File: src/rtl/bwd_pkg.sv
package bwd_pkg;

    // Bus level encoding after synchronization.
    localparam logic LVL_DOM = 1'b1;
    localparam logic LVL_REC = 1'b0;

    // Sequencer states: waiting, first dominant, recessive gap, last dominant, woken.
    typedef enum logic [2:0] {
        ST_IDLE  = 3'd0,
        ST_LEAD  = 3'd1,
        ST_GAP   = 3'd2,
        ST_TAIL  = 3'd3,
        ST_AWAKE = 3'd4
    } wake_state_e;

    // Information about the current run of equal bus samples.
    typedef struct packed {
        logic change;     // current sample differs from the previous one
        logic prev_qual;  // run that just ended reached the filter length
        logic next_qual;  // current run, including this sample, reaches the filter length
    } run_info_t;

    // Control from the sequencer to the attempt window timer.
    typedef struct packed {
        logic start;      // a new attempt begins with this sample
        logic run;        // an attempt continues after this sample
    } window_ctl_t;

    function automatic logic in_attempt(wake_state_e s);
        return (s == ST_LEAD) || (s == ST_GAP) || (s == ST_TAIL);
    endfunction

endpackage

File: src/rtl/bwd_sync.sv
module bwd_sync #(
    parameter int STAGES = 2
) (
    input  logic clk,
    input  logic rst,
    input  logic d,
    output logic q
);
    logic [STAGES-1:0] chain;

    generate
        for (genvar i = 0; i < STAGES; i++) begin : g_stage
            if (i == 0) begin : g_first
                always_ff @(posedge clk) begin
                    if (rst) chain[i] <= bwd_pkg::LVL_REC;
                    else     chain[i] <= d;
                end
            end else begin : g_next
                always_ff @(posedge clk) begin
                    if (rst) chain[i] <= bwd_pkg::LVL_REC;
                    else     chain[i] <= chain[i-1];
                end
            end
        end
    endgenerate

    assign q = chain[STAGES-1];
endmodule

File: src/rtl/bwd_run_timer.sv
module bwd_run_timer
    import bwd_pkg::*;
#(
    parameter int FILT_CYC = 16
) (
    input  logic      clk,
    input  logic      rst,
    input  logic      clr,
    input  logic      level,
    output run_info_t info
);
    localparam int W = $clog2(FILT_CYC + 1);
    localparam logic [W:0] FILT_X = (W+1)'(FILT_CYC);

    logic         prev_lvl;
    logic [W-1:0] run_cnt;
    logic [W:0]   run_ext;

    assign run_ext        = {1'b0, run_cnt};
    assign info.change    = (level != prev_lvl);
    assign info.prev_qual = (run_ext >= FILT_X);
    assign info.next_qual = !info.change && ((run_ext + 1'b1) >= FILT_X);

    always_ff @(posedge clk) begin
        if (rst || clr) begin
            prev_lvl <= LVL_REC;
            run_cnt  <= '0;
        end else begin
            prev_lvl <= level;
            if (info.change)
                run_cnt <= W'(1);
            else if (run_ext < FILT_X)
                run_cnt <= run_cnt + 1'b1;
        end
    end
endmodule

File: src/rtl/bwd_window_timer.sv
module bwd_window_timer
    import bwd_pkg::*;
#(
    parameter int TMO_CYC = 256
) (
    input  logic        clk,
    input  logic        rst,
    input  window_ctl_t ctl,
    output logic        expired
);
    localparam int W = $clog2(TMO_CYC + 1);
    localparam logic [W-1:0] TMO_W = W'(TMO_CYC);

    logic [W-1:0] cnt;

    assign expired = (cnt >= TMO_W);

    always_ff @(posedge clk) begin
        if (rst) begin
            cnt <= '0;
        end else if (ctl.start) begin
            cnt <= W'(1);
        end else if (!ctl.run) begin
            cnt <= '0;
        end else if (cnt != TMO_W) begin
            cnt <= cnt + 1'b1;
        end
    end
endmodule

File: src/rtl/bwd_seq_fsm.sv
module bwd_seq_fsm
    import bwd_pkg::*;
(
    input  logic        clk,
    input  logic        rst,
    input  logic        enable,
    input  logic        level,
    input  run_info_t   info,
    input  logic        expired,
    output wake_state_e state,
    output window_ctl_t win,
    output logic        abort
);
    wake_state_e nxt;

    always_comb begin
        nxt       = state;
        win.start = 1'b0;
        abort     = 1'b0;
        if (!enable) begin
            nxt = ST_IDLE;
        end else begin
            unique case (state)
                ST_IDLE: begin
                    if (level == LVL_DOM) begin
                        nxt       = ST_LEAD;
                        win.start = 1'b1;
                    end
                end
                ST_LEAD, ST_GAP, ST_TAIL: begin
                    if (expired) begin
                        nxt   = ST_IDLE;
                        abort = 1'b1;
                    end else if (state == ST_LEAD) begin
                        if (info.change)
                            nxt = info.prev_qual ? ST_GAP : ST_IDLE;
                    end else if (state == ST_GAP) begin
                        if (info.change) begin
                            if (info.prev_qual) begin
                                nxt = ST_TAIL;
                            end else begin
                                nxt       = ST_LEAD;
                                win.start = 1'b1;
                            end
                        end
                    end else begin
                        if (info.change)
                            nxt = ST_IDLE;
                        else if (info.next_qual)
                            nxt = ST_AWAKE;
                    end
                end
                ST_AWAKE: nxt = ST_AWAKE;
                default:  nxt = ST_IDLE;
            endcase
        end
        win.run = in_attempt(nxt);
    end

    always_ff @(posedge clk) begin
        if (rst) state <= ST_IDLE;
        else     state <= nxt;
    end
endmodule

File: src/rtl/wake_pattern_detector.sv
module wake_pattern_detector
    import bwd_pkg::*;
#(
    parameter int FILT_CYC    = 16,
    parameter int TMO_CYC     = 256,
    parameter int SYNC_STAGES = 2
) (
    input  logic clk,
    input  logic rst,
    input  logic stby_en,
    input  logic bus_dom_raw,
    output logic wake_flag,
    output logic rx_out
);
    logic        bus_s;
    run_info_t   info;
    window_ctl_t win;
    logic        expired;
    logic        abort;
    wake_state_e state;

    bwd_sync #(.STAGES(SYNC_STAGES)) u_sync (
        .clk (clk),
        .rst (rst),
        .d   (bus_dom_raw),
        .q   (bus_s)
    );

    bwd_run_timer #(.FILT_CYC(FILT_CYC)) u_run (
        .clk   (clk),
        .rst   (rst),
        .clr   (!stby_en || abort),
        .level (bus_s),
        .info  (info)
    );

    bwd_window_timer #(.TMO_CYC(TMO_CYC)) u_win (
        .clk     (clk),
        .rst     (rst),
        .ctl     (win),
        .expired (expired)
    );

    bwd_seq_fsm u_fsm (
        .clk     (clk),
        .rst     (rst),
        .enable  (stby_en),
        .level   (bus_s),
        .info    (info),
        .expired (expired),
        .state   (state),
        .win     (win),
        .abort   (abort)
    );

    assign wake_flag = (state == ST_AWAKE);
    assign rx_out    = wake_flag ? ~bus_s : 1'b1;
endmodule

File: config.mk
export PLATFORM = sky130hd
export DESIGN_NAME = wake_pattern_detector
export DESIGN_NICKNAME = d
export VERILOG_FILES = /design/src/rtl/bwd_pkg.sv /design/src/rtl/bwd_sync.sv /design/src/rtl/bwd_run_timer.sv /design/src/rtl/bwd_window_timer.sv /design/src/rtl/bwd_seq_fsm.sv /design/src/rtl/wake_pattern_detector.sv
export SDC_FILE = /design/constraint.sdc
export NUM_CORES = 1
export LEC_CHECK = 0
export CORE_MARGIN = 4
export CORE_UTILIZATION = 61
export DETAILED_ROUTE_END_ITERATION = 12
export PLACE_DENSITY = 0.82
export SYNTH_ARGS = -nofsm -noshare
export SYNTH_HDL_FRONTEND = slang
export SYNTH_SLANG_ARGS = --single-unit
File: constraint.sdc
create_clock -name clk -period 2.6 [get_ports clk]
set_input_delay 0.52 -clock clk [delete_from_list [all_inputs] [get_ports clk]]
set_output_delay 0.52 -clock clk [all_outputs]
set_load 0.02 [all_outputs]
==> reports/results.ini, run 1 <==
[outcome]
status=finished clean

[clock_tree]
cts.sink_count=20
post-cts-setup-buffer-count=0
hold_buffers=0
clk_pin_slew_worst_paths_ps=110
cts_root_buffer=clkbuf_4
cts_resized=0
clock_latency_ps=300
clockBufferDepth=2
cts_buffers=3
cts-htree-levels=1
cts_tree=built

[yosys]
synth_cell_types=38
synthesis.instances=120
synth_flop_cell=dfxtp_1
synth.ff_latch_count=20
syn_avg_cell_area_um2=9.061
syn_area_um2=1087
syn_nets=127
synth_edf_count=0
ys_warn_count=0
synth-seq-area-share=0.3682
synth_async_sr_flop_share=0

[detailed_routing]
drt-initial-drc-count=22
ant_nets=0
drcViolationCount=0
drt-pass1-iter-count=4
wl_per_cell_um=14.27
vias_per_cell=5.907
wirelength_um=2140
vias=886

[timing]
rsz0062_at_grt=false
finalSetupViolCount=0
fin_skew_ps=0.9787
slew_violations=0
final.min_clock_period_ps=2310
finalHoldViolations=0
fin_tns_setup_ps=0
min_period_over_period=0.8886
fin_ws_ps=289.5
max_freq_mhz=432.8
timing.slew.headroom=0.6785
worst_pin_slew_ps=481.9

[worst_setup_path]
end_kind=output port
critPathLaunch=u_fsm.state[0]
cp.required_ps=2080
cp_cell_sequence=nor2_1 -> and2_1 -> nand2_1 -> clkdlybuf4s50_1
reg2reg_from=u_run.run_cnt[0]
critPathMaxFanout=8
critical_path.max_stage_delay_ps=590
worst_path_max_delay_cell=clkdlybuf4s50_1
worstRegToRegCells=6
start_kind=flop
path_class=flop to output port
r2r-end=u_win.cnt[0]
reg2reg_slack_ps=820
crit_arrival_ps=1790

[floorplanning]
rows=14
die_height_um=50.22
coreArea_um2=1594
ioPinCount=6
dieWidth_um=50.22
fp.dieArea_um2=2522
start_util=0.6821

[job]
drv_cap=0

[final_layout]
layout-drive-gt1-share=0.1111
finalNonFillerCells=150
syn_to_final_growth_pct=8.515
n_antenna_cell=0
layout.nets=134
design_area_um2=1180

[place]
hpwl_um=1540
place_congestion=0.9312
dp_slack_ps=288.3
dp.cells=146
placed_area_um2=1144
port_buffers=5

[min_path]
hold_depth=1
whs_endpoint=u_sync.q
hold_start=u_sync.chain[0]
hold_path_class=flop to flop

[power]
total_power_mw=0.5442
vdd_drop_max_mv=0.3862
power_density_nw_per_um2=461.3
leakage_nw=0.3853

[grt]
grt_pass1_vias=857
grt_max_degree=12
grt_pass1_wl_um=3760
antenna_found_initial=0
grt.overflow.total=0
grt_util_all_layers=0.1940

[per-layer routing]
| metal | global-route usage | share of wire | wire length, um | vias to the layer above |
|---|---|---|---|---|
| met5 | 0 | 0 | 0 | - |
| met1 | 0.2618 | 0.46 | 987 | 410 |
| met4 | 0.1060 | 0.020 | 42 | 0 |
| met3 | 0.03550 | 0.079 | 170 | 4 |
| met2 | 0.2913 | 0.44 | 939 | 37 |
| li1 | - | - | - | 435 |
[synthesized netlist by cell type (all sizes together), types with 2 or more instances]
| master | n | area, um^2 |
|---|---|---|
| a211oi | 9 | 72.57 |
| a21oi | 5 | 25.02 |
| a31oi | 4 | 25.02 |
| and2 | 2 | 13.77 |
| and3 | 3 | 18.77 |
| buf | 3 | 23.77 |
| dfxtp | 20 | 400.4 |
| ha | 3 | 37.54 |
| inv | 5 | 18.77 |
| mux2i | 2 | 20.02 |
| nand2 | 7 | 26.28 |
| nand2b | 5 | 31.28 |
| nand3 | 6 | 30.03 |
| nand4 | 2 | 12.51 |
| nor2 | 12 | 45.04 |
| nor2b | 3 | 18.77 |
| nor3 | 2 | 10.01 |
| nor4 | 2 | 12.51 |
| o21ai | 2 | 25.03 |
| or3b | 2 | 17.52 |
| xnor2 | 6 | 60.06 |
| xor2 | 5 | 43.79 |
[flip-flops by register name (all words and copies together), names as in the netlist]
signal	cells
u_sync.q	1
u_run.run_cnt	5
u_run.prev_lvl	1
u_sync.chain	1
u_fsm.state	3
u_win.cnt	9
[worst max-delay path: cells and delay by family (launching register included)]
family	cells	cell delay, ps
buf+inv	1	590
flops	1	490
simple gates	3	410
[cell type report]
cell class              instances  area (um^2)
flip-flops and latches         20        400.4
clock buffers                   4        36.28
repair buffers                  5        50.05
inverters                       5        18.77
fillers                       116        414.1
multi-input cells              92        644.4
well taps                      24        30.03
[where the power goes]
part	total (mW)	internal [mW]	switching (mW)
combinational	0.0452	0.0194	0.0258
clock	0.181	0.0855	0.0952
sequential	0.318	0.311	0.00691
total	0.544	0.416	0.128
[cell families (layout without fill, tap and decap cells)]
kind of cell / count (synthesis) / after routing / share of synthesized area
buffers and inverters: 8 / 14 / 0.03912
xor gates and xnor gates: 11 / 11 / 0.09551
adders and majority gates: 3 / 3 / 0.03453
AOI/OAI and AO/OA: 25 / 25 / 0.1864
muxes: 2 / 2 / 0.01841
DFF: 20 / 20 / 0.3682
and+or+nand+nor: 51 / 51 / 0.2578
[through the flow]
stage	utilization	hold WS [ps]
6_report	0.7402	454.3
5_1_grt	0.7402	478.6
4_1_cts	0.7402	462.3
2_1_floorplan	-	413.8
3_5_place_dp	0.7174	432.0
3_3_place_gp	0.7174	425.3
[worst max-delay path by stage]
stage                        end  cells after the start
finish                    rx_out                      4
global route              rx_out                      4
CTS                       rx_out                      4
detailed placement  u_win.cnt[6]                      6
global placement    u_win.cnt[5]                      6
floorplan           u_win.cnt[2]                      6
[cell usage in the layout, fill, tap and decap left out, types with 6 or more instances in the layout]
| cell | n |
|---|---|
| nand3_1 | 6 |
| dfxtp_1 | 20 |
| nor2_1 | 12 |
| nand2_1 | 7 |
| a211oi_1 | 8 |
Note: power is estimated with default switching activity, not from simulation.
==> run 2, diff against run 1 <==
- CAP_MARGIN: default -> 20
==> results of run 2 <==
Same layout as run 1: the final DEF is identical, and so are final timing and power.
